### config.mk
export PLATFORM = sky130hd
export DESIGN_NAME = pci_park_arb
export DESIGN_NICKNAME = d
export VERILOG_FILES = /design/src/rtl/pci_arb_pkg.sv /design/src/rtl/arb_fav_pick.sv /design/src/rtl/arb_rr_pick.sv /design/src/rtl/pci_park_arb.sv
export SDC_FILE = /design/constraint.sdc
export NUM_CORES = 1
export LEC_CHECK = 0
export ABC_AREA = 0
export CORE_AREA = 3 3 88 90
export CTS_CLUSTER_DIAMETER = 150
export CTS_CLUSTER_SIZE = 40
export DETAILED_ROUTE_END_ITERATION = 6
export DIE_AREA = 0 0 91 93
export DONT_BUFFER_PORTS = 1
export GPL_TIMING_DRIVEN = 1
export PLACE_DENSITY = 0.57
export SLEW_MARGIN = 20
export SYNTH_ARGS = -nofsm -noshare
export SYNTH_HDL_FRONTEND = slang
export SYNTH_SLANG_ARGS = --single-unit
### constraint.sdc
create_clock -name clk -period 5.61 [get_ports clk]
set_clock_uncertainty 0.15 [all_clocks]
set_input_delay 1.122 -clock clk [delete_from_list [all_inputs] [get_ports clk]]
set_output_delay 1.122 -clock clk [all_outputs]
set_load 0.03 [all_outputs]
### src/rtl/pci_arb_pkg.sv
package pci_arb_pkg;
   // where the registered grant of a strobe came from
   typedef enum logic [1:0] {
      SRC_PARK = 2'd0,
      SRC_FAV  = 2'd1,
      SRC_RR   = 2'd2
   } grant_src_e;
endpackage

### src/rtl/arb_fav_pick.sv
module arb_fav_pick #(
   parameter int NSLOT = 4
) (
   input  logic             cpu_req,
   input  logic             cpu_prio,
   input  logic [NSLOT-1:0] slot_elig,
   input  logic [NSLOT-1:0] prio_sel,
   output logic             hit,
   output logic [NSLOT:0]   win_vec
);
   // CPU favour beats slot favour; among slots the lowest selected wins
   always_comb begin
      hit     = 1'b0;
      win_vec = '0;
      for (int i = NSLOT - 1; i >= 0; i--) begin
         if (prio_sel[i] && slot_elig[i]) begin
            hit          = 1'b1;
            win_vec      = '0;
            win_vec[i+1] = 1'b1;
         end
      end
      if (cpu_prio && cpu_req) begin
         hit        = 1'b1;
         win_vec    = '0;
         win_vec[0] = 1'b1;
      end
   end
endmodule

### src/rtl/arb_rr_pick.sv
module arb_rr_pick #(
   parameter int NREQ = 5,
   parameter int IW   = $clog2(NREQ)
) (
   input  logic [NREQ-1:0] elig,
   input  logic [IW-1:0]   last_idx,
   output logic            hit,
   output logic [IW-1:0]   win_idx,
   output logic [NREQ-1:0] win_vec
);
   function automatic logic [IW-1:0] wrap(input int a);
      return IW'(a % NREQ);
   endfunction

   // walk from farthest to nearest so the nearest eligible entry is kept
   always_comb begin
      hit     = 1'b0;
      win_idx = '0;
      for (int k = NREQ; k >= 1; k--) begin
         if (elig[wrap(int'(last_idx) + k)]) begin
            hit     = 1'b1;
            win_idx = wrap(int'(last_idx) + k);
         end
      end
      win_vec = hit ? (NREQ'(1) << win_idx) : '0;
   end
endmodule

### src/rtl/pci_park_arb.sv
module pci_park_arb
   import pci_arb_pkg::*;
#(
   parameter int NSLOT = 4
) (
   input  logic             clk,
   input  logic             rst_n,
   input  logic             arb_adv,
   input  logic             cpu_req,
   input  logic [NSLOT-1:0] slot_req,
   input  logic [NSLOT-1:0] slot_en,
   input  logic             cpu_prio,
   input  logic [NSLOT-1:0] prio_slot,
   input  logic             park_last,
   output logic             cpu_gnt,
   output logic [NSLOT-1:0] slot_gnt
);
   localparam int NREQ = NSLOT + 1;
   localparam int IW   = $clog2(NREQ);

   if (NSLOT < 1 || NSLOT > 15) begin : g_bad_nslot
      $error("pci_park_arb: NSLOT must lie in 1..15");
   end

   logic [NREQ-1:0] elig;
   logic [NREQ-1:0] gnt_q, gnt_d;
   logic            fav_turn_q;
   logic [IW-1:0]   rr_last_q;
   logic            fav_hit, rr_hit, owner_ok;
   logic [NREQ-1:0] fav_vec, rr_vec;
   logic [IW-1:0]   rr_idx;
   grant_src_e      src;

   assign elig = {slot_req & slot_en, cpu_req};

   arb_fav_pick #(.NSLOT(NSLOT)) i_fav (
      .cpu_req  (cpu_req),
      .cpu_prio (cpu_prio),
      .slot_elig(elig[NREQ-1:1]),
      .prio_sel (prio_slot),
      .hit      (fav_hit),
      .win_vec  (fav_vec)
   );

   arb_rr_pick #(.NREQ(NREQ), .IW(IW)) i_rr (
      .elig    (elig),
      .last_idx(rr_last_q),
      .hit     (rr_hit),
      .win_idx (rr_idx),
      .win_vec (rr_vec)
   );

   // the present owner may keep a parked grant only while still enabled
   assign owner_ok = |(gnt_q & {slot_en, 1'b1});

   always_comb begin
      if (fav_turn_q && fav_hit) begin
         src   = SRC_FAV;
         gnt_d = fav_vec;
      end else if (rr_hit) begin
         src   = SRC_RR;
         gnt_d = rr_vec;
      end else begin
         src   = SRC_PARK;
         gnt_d = (park_last && owner_ok) ? gnt_q : NREQ'(1);
      end
   end

   always_ff @(posedge clk or negedge rst_n) begin
      if (!rst_n) begin
         gnt_q      <= NREQ'(1);
         fav_turn_q <= 1'b1;
         rr_last_q  <= '0;
      end else if (arb_adv) begin
         gnt_q <= gnt_d;
         case (src)
            SRC_FAV: fav_turn_q <= 1'b0;
            SRC_RR: begin
               fav_turn_q <= 1'b1;
               rr_last_q  <= rr_idx;
            end
            default: ;
         endcase
      end
   end

   assign cpu_gnt  = gnt_q[0];
   assign slot_gnt = gnt_q[NREQ-1:1];


   one_grant_chk: assert property (@(posedge clk) disable iff (!rst_n)
      $countones({slot_gnt, cpu_gnt}) == 1);


   hold_grant_chk: assert property (@(posedge clk) disable iff (!rst_n)
      !arb_adv |=> $stable({slot_gnt, cpu_gnt}));


   park_cpu_chk: assert property (@(posedge clk) disable iff (!rst_n)
      (arb_adv && elig == '0 && !park_last) |=> cpu_gnt);


   fav_cpu_chk: assert property (@(posedge clk) disable iff (!rst_n)
      (arb_adv && fav_turn_q && cpu_prio && cpu_req) |=> cpu_gnt);


   turn_flip_chk: assert property (@(posedge clk) disable iff (!rst_n)
      (arb_adv && fav_turn_q && fav_hit) |=> !fav_turn_q);

   for (genvar s = 0; s < NSLOT; s++) begin : g_en_chk

      dis_slot_chk: assert property (@(posedge clk) disable iff (!rst_n)
         (arb_adv && !slot_en[s]) |=> !slot_gnt[s]);
   end
endmodule

==> impl_metrics.csv, run 1 <==
group,metric,value,unit
status,status,"finished clean",
route,first_pass_iters,4,
sta,worst_pin_slew,0.631,ns
cts,clk-insertion-delay-late,0.24,ns
die,rows,31,
flow_run,maxCapViolations,0,
route,wl_per_cell,16.9,um
route,drt_iter0_drc,147,
yosys,ys.warnings.count,0,
setup_path,critical_path_arrival,4.82,ns
route,routed_via_density,5.76,
sta,final.setup.tns,0,ns
layout,multi_input_area,2060,sq um
cts,htree_levels,1,
sta,finalMaxSlewViolations,0,
layout,area_growth,4.93,%
setup_path,crit_path_top_delay_cell,"ha_1",
global_routing,track_usage,0.158,
setup_path,start_kind,"register",
die,start_util,0.345,
global_routing,grt_pass1_wl,11100,um
cts,cts_buffers,3,
layout,regArea,228,sq um
placed_design,place.gp.congestion,0.871,
cts,cts_resized,0,
cts,clk_pin_slew,0.06,ns
yosys,avgSynthCellArea,7.86,sq um
setup_path,cpLargestDelayFamily,"compound AO/OA/AOI/OAI gates",
sta,setup_violations,0,
sta,fin_hold_ws,0.375,ns
setup_path,cp_max_fo,13,
route,drtAntennaViolNets,0,
setup_path,slowest_delay,0.47,ns
yosys,synthDistinctLibCells,81,
cts,ctsLongestPathBuffers,2,
layout,finish.net_count,346,
yosys,ys_ff_latch,9,
global_routing,grt-ovfl-total,0,
setup_path,crit_type,"register to register",
yosys,synth_fp_nets,353,
layout,fillers,771,
cts,cts.sinks,9,
route,drc_errors,0,
layout,diodes,0,
route,num_vias,2326,
placed_design,io_buffers,0,
yosys,yosysSeqAreaShare,0.0925,
cts,ctsHoldBuffers,0,
die,io_pins,23,
setup_path,cp_num_buf_inv,1,
global_routing,antenna_found_initial,0,
setup_path,setup.worst_path.end_class,"register",
global_routing,grt_max_degree,34,
placed_design,place.detailed.hpwl,5400,um
route,wl,6820,um
cts,cts_tree,"yes",
layout,drive_gt1_frac,0.151,
die,core-area,7140,sq um
die,die_height,93,um
sta,hold_violations,0,
die,die_w,91,um
die,dieArea,8460,sq um
sta,rsz0062_at_grt,"no",
yosys,syn_inst,313,
setup_path,cp_cell_sequence,"inv_2 > ha_1 > a21oi_2 > xnor2_1 > ha_1 > and2b_1 > o21ai_0 > a211oi_4 > mux2_4 > o22ai_2 > mux2_1 > and3_1 > o22ai_2 > nor2_1 > a221o_1",
sta,period_needed,4.85,ns
global_routing,grt_pass1_vias,2228,
yosys,synthArstFlopShare,1.00,
yosys,synthFlopType,"dfrtp_1",
sta,fmax,206,MHz
sta,slew_headroom,0.576,
yosys,synth-edff-count,0,
yosys,syn_area,2460,sq um
cts,clockRootBuffer,"clkbuf_8",
sta,finalCritPeriodShare,0.864,
cts,post_cts_buffers,0,
setup_path,required,5.58,ns
hold_path,hold_class,"register to register",
## metal layers
layer	vias to the layer above	GRT usage	wire [um]
met5	-	0	0
met4	0	0.0289	115
met3	8	0.0137	187
met2	38	0.273	3250
met1	1106	0.218	3270
li1	1174	-	-
## flip-flops by register name (all words and copies together) (netlist names)
name,cells
fav_turn_q,1
gnt_q,5
rr_last_q,3
## cells in the mapped netlist (3+ instances only)
| library cell | n | area, sq um |
|---|---|---|
| a21oi_2 | 4 | 35.0 |
| o211ai_1 | 4 | 30.0 |
| clkbuf_1 | 9 | 33.8 |
| inv_1 | 15 | 56.3 |
| a211oi_1 | 5 | 37.5 |
| o21ai_1 | 6 | 30.0 |
| ha_1 | 22 | 275 |
| o22ai_1 | 5 | 31.3 |
| nand4b_1 | 3 | 26.3 |
| nand3_1 | 13 | 65.1 |
| mux2i_1 | 6 | 60.1 |
| o22ai_2 | 4 | 50.1 |
| o31ai_1 | 3 | 22.5 |
| o21ai_0 | 9 | 45.0 |
| or3_1 | 3 | 18.8 |
| and2_1 | 5 | 31.3 |
| or3b_1 | 3 | 26.3 |
| xnor2_1 | 5 | 43.8 |
| dfrtp_1 | 7 | 175 |
| or2_1 | 3 | 18.8 |
| nand2b_1 | 5 | 31.3 |
| a221o_1 | 3 | 30.0 |
| a21o_1 | 3 | 22.5 |
| inv_2 | 4 | 15.0 |
| mux4_2 | 5 | 113 |
| nor2_1 | 16 | 60.1 |
| a211o_1 | 7 | 61.3 |
| buf_2 | 6 | 30.0 |
| a21oi_1 | 17 | 85.1 |
| nor2b_1 | 6 | 37.5 |
| nor3_1 | 10 | 50.1 |
| a31oi_1 | 3 | 18.8 |
| nand2_1 | 30 | 113 |
## cell usage in the layout, fill, tap and decap left out, drive strengths merged, types with 9 or more instances in the layout
cell type | netlist | routed
nand2 | 30 | 30
ha | 22 | 22
a21oi | 21 | 21
inv | 19 | 19
nor2 | 18 | 18
o21ai | 16 | 16
nand3 | 15 | 15
nor3 | 10 | 10
o22ai | 9 | 9
## layout make-up
class	instances	area share
well taps	99	0.0480
inverters	20	0.0291
repair buffers	6	0.0174
clock inverters	1	0.00194
clock buffers	3	0.0160
multi-input cells	266	0.799
flip-flops and latches	9	0.0882
## cell families after synthesis
kind of cell	Yosys count	synth area share
flip-flops	9	0.0925
AND/OR/NAND/NOR	119	0.276
buffers and inverters	38	0.0686
adder cells (fa/ha/maj)	22	0.112
multiplexers	15	0.0900
XOR/XNOR	6	0.0244
AO/OA/AOI/OAI	104	0.337
## worst min-delay path: stages (launching register included)
cell and delay (ns):
dfstp_2 0.36, a21oi_1 0.11, a21oi_1 0.05
## final timing paths
kind	from	to	slack, ns	depth (start not counted)
max in group asynchronous	rst_n	gnt_q[0]	4.70	0
min in group asynchronous	rst_n	gnt_q[2]	0.42	0
worst max-delay path	rr_last_q[0]	gnt_q[2]	0.76	15
worst min-delay path	fav_turn_q	fav_turn_q	0.37	2
worst max register to register	rr_last_q[0]	gnt_q[2]	0.76	15
worst min register to register	fav_turn_q	fav_turn_q	0.37	2
## stage by stage
step                instance area (sq um)  setup slack, ns  std cells  utilization
global placement                     2540            0.758        400        0.355
finish                               2580            0.763        404        0.362
global route                         2580            0.409        404        0.362
floorplan                            2460             1.23        313            -
detailed placement                   2540            0.762        400        0.355
CTS                                  2580            0.738        404        0.362
Power of run 1 is left out: the tool's default activity adds up to more than one toggle a clock period on the data nets, which glitch-free logic cannot reach.
==> run 2, diff against run 1 <==
--- a/config.mk
+++ b/config.mk
@@ -14,6 +14,7 @@
 export DONT_BUFFER_PORTS = 1
 export GPL_TIMING_DRIVEN = 1
 export PLACE_DENSITY = 0.57
+export REMOVE_ABC_BUFFERS = 1
 export SLEW_MARGIN = 20
 export SYNTH_ARGS = -nofsm -noshare
 export SYNTH_HDL_FRONTEND = slang
==> run 2 against run 1 <==
  * Highest routed layer unchanged
  * Cell count shrank 0.25%
  * Register-to-register slack got worse by 0.03 ns
  * Critical path depth up 1
  * Utilization fell by 0.11 points
  * Fmax decreased by 0.55%
  * Critical endpoint is now gnt_q[4]
  * Setup slack got worse by 0.027 ns
  * Via count increased by 3.1%
  * First-iteration DRC count grew 23%
  * Die area is the same
  * Clock-buffer cell count is the same
  * Routed wire length is 0.79% lower
  * Final area shrank 0.29%
==> impl_metrics.csv, run 2 (synthesis results as in run 1) <==
group,metric,value,unit
sta,slew_headroom,0.549,
sta,final.setup.tns,0,ns
sta,finalCritPeriodShare,0.869,
layout,stdcell_count,403,
global_routing,antenna_found_initial,0,
cts,post_cts_buffers,0,
die,io_pins,23,
global_routing,grt-ovfl-total,0,
setup_path,crit_type,"register to register",
route,wl_per_cell,16.8,um
die,start_util,0.345,
layout,area_growth,4.63,%
sta,fmax,205,MHz
die,die_height,93,um
route,drt_iter0_drc,181,
layout,final_common_cell,"nand2_1",
layout,drive_gt1_frac,0.148,
die,dieArea,8460,sq um
global_routing,grt_pass1_vias,2240,
route,routed_via_density,5.95,
route,drtAntennaViolNets,0,
placed_design,io_buffers,0,
hold_path,hold_class,"register to register",
route,drc_errors,0,
cts,ctsLongestPathBuffers,2,
setup_path,cp_max_fo,15,
setup_path,cp_cell_sequence,"xor2_2 > ha_1 > nor2_1 > a211o_1 > and2_1 > ha_1 > inv_1 > o22ai_1 > o32ai_4 > mux2_1 > o22ai_2 > nor2b_1 > o21ai_1 > a221o_1 > o32a_1 > o21ai_1",
cts,clockRootBuffer,"clkbuf_8",
sta,setup_violations,0,
layout,regMostFlops,"gnt_q",
cts,cts_resized,0,
sta,rsz0062_at_grt,"no",
cts,cts.sinks,9,
placed_design,place_ws,0.811,ns
placed_design,dp.cells,399,
cts,ctsHoldBuffers,0,
die,rows,31,
cts,htree_levels,1,
die,core-area,7140,sq um
layout,reg_top3,"gnt_q: 5 flops, rr_last_q: 3 flops, fav_turn_q: 1 flops",
global_routing,grt_pass1_wl,11300,um
placed_design,place.gp.congestion,0.835,
sta,worst_pin_slew,0.674,ns
sta,finalMaxSlewViolations,0,
cts,cts_tree,"yes",
setup_path,slowest_delay,0.72,ns
setup_path,required,5.62,ns
die,die_w,91,um
placed_design,place_area,2530,sq um
layout,finish.net_count,345,
setup_path,setup.worst_path.end_class,"register",
cts,clk_pin_slew,0.05,ns
route,num_vias,2398,
sta,worst_slack,0.736,ns
flow_run,maxCapViolations,0,
route,wl,6770,um
placed_design,place.detailed.hpwl,5200,um
layout,diodes,0,
status,status,"finished clean",
cts,cts_buffers,3,
layout,largest_register_ffs,5,
sta,period_needed,4.87,ns
sta,hold_violations,0,
setup_path,crit_path_top_delay_cell,"dfrtp_1",
setup_path,critical_path_arrival,4.88,ns
setup_path,start_kind,"register",
layout,final_cell_mix,"30 x nand2_1, 22 x ha_1, 17 x a21oi_1",
layout,fin_area,2570,sq um
route,first_pass_iters,4,
global_routing,grt_max_degree,36,
global_routing,track_usage,0.160,
cts,clk-insertion-delay-late,0.23,ns
[run 2: worst paths after layout]
kind	start	endpoint	slack, ns	cells past startpoint
min in group asynchronous	rst_n	gnt_q[1]	0.43	0
max in group asynchronous	rst_n	gnt_q[0]	4.71	0
max reg2reg	rr_last_q[2]	gnt_q[4]	0.74	16
min reg2reg	fav_turn_q	fav_turn_q	0.37	2
max	rr_last_q[2]	gnt_q[4]	0.74	16
min	fav_turn_q	fav_turn_q	0.37	2
[run 2: area by class of cell]
cell class                 instances  area [sq um]
multi-input combinational        266          2060
sequential                         9           228
clock buffer                       3          41.3
fill                             772          4560
clock inverter                     1          5.00
tap                               99           124
timing repair buffer               5          37.5
inverter                          20          75.1
[run 2: metal layers]
layer  vias to the layer above  global-route usage  routed length [um]  share of wire
li1                       1172                   -                   -              -
met1                      1137               0.218                3070           0.45
met2                        72               0.262                3110           0.46
met3                        17              0.0265                 409          0.060
met4                         0              0.0402                 176          0.026
met5                         -                   0                   0              0
[run 2: critical path: cells and delay by family, from the launching register on]
family | cells | cell delay, ns
AO/OA/AOI/OAI | 8 | 1.90
XOR/XNOR | 1 | 0.46
adder cells (fa/ha/maj) | 2 | 0.55
buffers and inverters | 1 | 0.10
flip-flops | 1 | 0.72
multiplexers | 1 | 0.37
AND/OR/NAND/NOR | 3 | 0.53
[run 2: stage by stage]
| stage | hold WS (ns) | util |
|---|---|---|
| 2_1_floorplan | 0.348 | - |
| 3_3_place_gp | 0.358 | 0.354 |
| 3_5_place_dp | 0.362 | 0.354 |
| 4_1_cts | 0.371 | 0.361 |
| 5_1_grt | 0.397 | 0.361 |
| 6_report | 0.372 | 0.361 |
Power of run 2 is left out for the same reason.
==> run 3, diff against run 2 <==
--- a/config.mk
+++ b/config.mk
@@ -14,6 +14,7 @@
 export DONT_BUFFER_PORTS = 1
 export GPL_TIMING_DRIVEN = 1
 export PLACE_DENSITY = 0.57
+export RECOVER_POWER = 100
 export REMOVE_ABC_BUFFERS = 1
 export SLEW_MARGIN = 20
 export SYNTH_ARGS = -nofsm -noshare
==> run 3 against run 2 <==
  * Setup slack got worse by 0.081 ns
  * Utilization decreased by 0.11 points
  * Clock-buffer cell count unchanged
  * Largest cell class unchanged
  * Final area decreased by 0.29%
  * Global-route usage unchanged
  * Fmax decreased by 1.6%
  * Non-clock buffer count unchanged
==> impl_metrics.csv, run 3 (synthesis results as in run 1) <==
group,metric,value,unit
status,status,"finished clean",
placed_design,io_buffers,0,
layout,drive_gt1_frac,0.141,
setup_path,cp_max_fo,13,
cts,post_cts_buffers,0,
sta,fmax,202,MHz
cts,clk-insertion-delay-late,0.23,ns
setup_path,critical_path_arrival,4.92,ns
setup_path,start_kind,"register",
global_routing,grt_max_degree,36,
setup_path,crit_path_top_delay_cell,"ha_1",
hold_path,hold_class,"register to register",
layout,final_common_cell,"nand2_1",
sta,hold_violations,0,
layout,finish.net_count,345,
route,wl,6770,um
layout,final_cell_mix,"30 x nand2_1, 22 x ha_1, 17 x a21oi_1",
die,rows,31,
die,die_height,93,um
layout,fillers,772,
sta,period_needed,4.95,ns
global_routing,grt_pass1_wl,11300,um
setup_path,cp_num_buf_inv,1,
global_routing,grt_pass1_vias,2240,
setup_path,slowest_delay,0.51,ns
die,dieArea,8460,sq um
route,drt_iter0_drc,182,
setup_path,setup.worst_path.end_class,"register",
route,first_pass_iters,4,
sta,worst_pin_slew,0.673,ns
cts,cts_tree,"yes",
die,start_util,0.345,
global_routing,track_usage,0.160,
sta,setup_violations,0,
sta,finalCritPeriodShare,0.883,
cts,clockRootBuffer,"clkbuf_8",
layout,diodes,0,
layout,largest_register_ffs,5,
placed_design,place.detailed.hpwl,5200,um
route,num_vias,2396,
layout,regMostFlops,"gnt_q",
global_routing,grt-ovfl-total,0,
die,die_w,91,um
placed_design,place.gp.congestion,0.835,
sta,final.setup.tns,0,ns
setup_path,cpLargestDelayFamily,"compound AO/OA/AOI/OAI gates",
layout,multi_input_area,2060,sq um
global_routing,antenna_found_initial,0,
sta,slew_headroom,0.550,
cts,cts_resized,0,
cts,cts.sinks,9,
sta,finalMaxSlewViolations,0,
setup_path,cp.depth,15,
die,core-area,7140,sq um
route,drtAntennaViolNets,0,
sta,rsz0062_at_grt,"no",
setup_path,r2r.worst_path.cells,15,
setup_path,required,5.57,ns
layout,reg_top3,"gnt_q: 5 flops, rr_last_q: 3 flops, fav_turn_q: 1 flops",
hold_path,min_path_cells,2,
setup_path,crit_type,"register to register",
sta,worst_slack,0.656,ns
flow_run,maxCapViolations,0,
placed_design,place_ws,0.811,ns
cts,htree_levels,1,
route,drc_errors,0,
setup_path,cp_cell_sequence,"inv_1 > ha_1 > a21oi_2 > xnor2_1 > ha_1 > and2b_1 > o21ai_0 > a211oi_4 > mux2_4 > o22ai_2 > mux2_1 > and3_1 > o22ai_2 > nor2_1 > a221o_1",
die,io_pins,23,
route,wl_per_cell,16.8,um
cts,cts_buffers,3,
cts,ctsHoldBuffers,0,
cts,clk_pin_slew,0.05,ns
route,routed_via_density,5.95,
cts,ctsLongestPathBuffers,2,
layout,area_growth,4.32,%
layout,regArea,228,sq um
-- run 3: path summary, 6_finish.rpt --
path,startpoint,slack (ns),endpoint
max,rr_last_q[0],0.66,gnt_q[2]
min in group asynchronous,rst_n,0.43,gnt_q[1]
min,fav_turn_q,0.37,fav_turn_q
max reg2reg,rr_last_q[0],0.66,gnt_q[2]
min reg2reg,fav_turn_q,0.37,fav_turn_q
max in group asynchronous,rst_n,4.71,gnt_q[0]
-- run 3: final cells by class --
class / count / share of cell area
clock buffers: 3 / 0.0161
multi-input cells: 266 / 0.801
well taps: 99 / 0.0482
clock inverters: 1 / 0.00195
flip-flops and latches: 9 / 0.0887
inverters: 20 / 0.0292
repair buffers: 5 / 0.0146
-- run 3: routing by layer --
layer / track usage / share of wire
met1: 0.218 / 0.46
met2: 0.262 / 0.46
met3: 0.0265 / 0.055
met4: 0.0402 / 0.025
met5: 0 / 0
-- run 3: worst reg2reg max path: stages, from the launching register on --
cell	delay, ns
dfrtp_1	0.41
inv_1	0.42
ha_1	0.51
a21oi_2	0.11
xnor2_1	0.38
ha_1	0.36
and2b_1	0.20
o21ai_0	0.14
a211oi_4	0.42
mux2_4	0.35
o22ai_2	0.16
mux2_1	0.38
and3_1	0.19
o22ai_2	0.25
nor2_1	0.09
a221o_1	0.33
-- run 3: metrics by stage --
stage	util	cells	hold slack, ns	area [sq um]
finish	0.360	403	0.373	2570
detailed placement	0.354	399	0.362	2530
CTS	0.361	403	0.371	2570
floorplan	-	295	0.348	2370
global route	0.360	403	0.397	2570
global placement	0.354	399	0.358	2530
Power of run 3 is left out for the same reason.
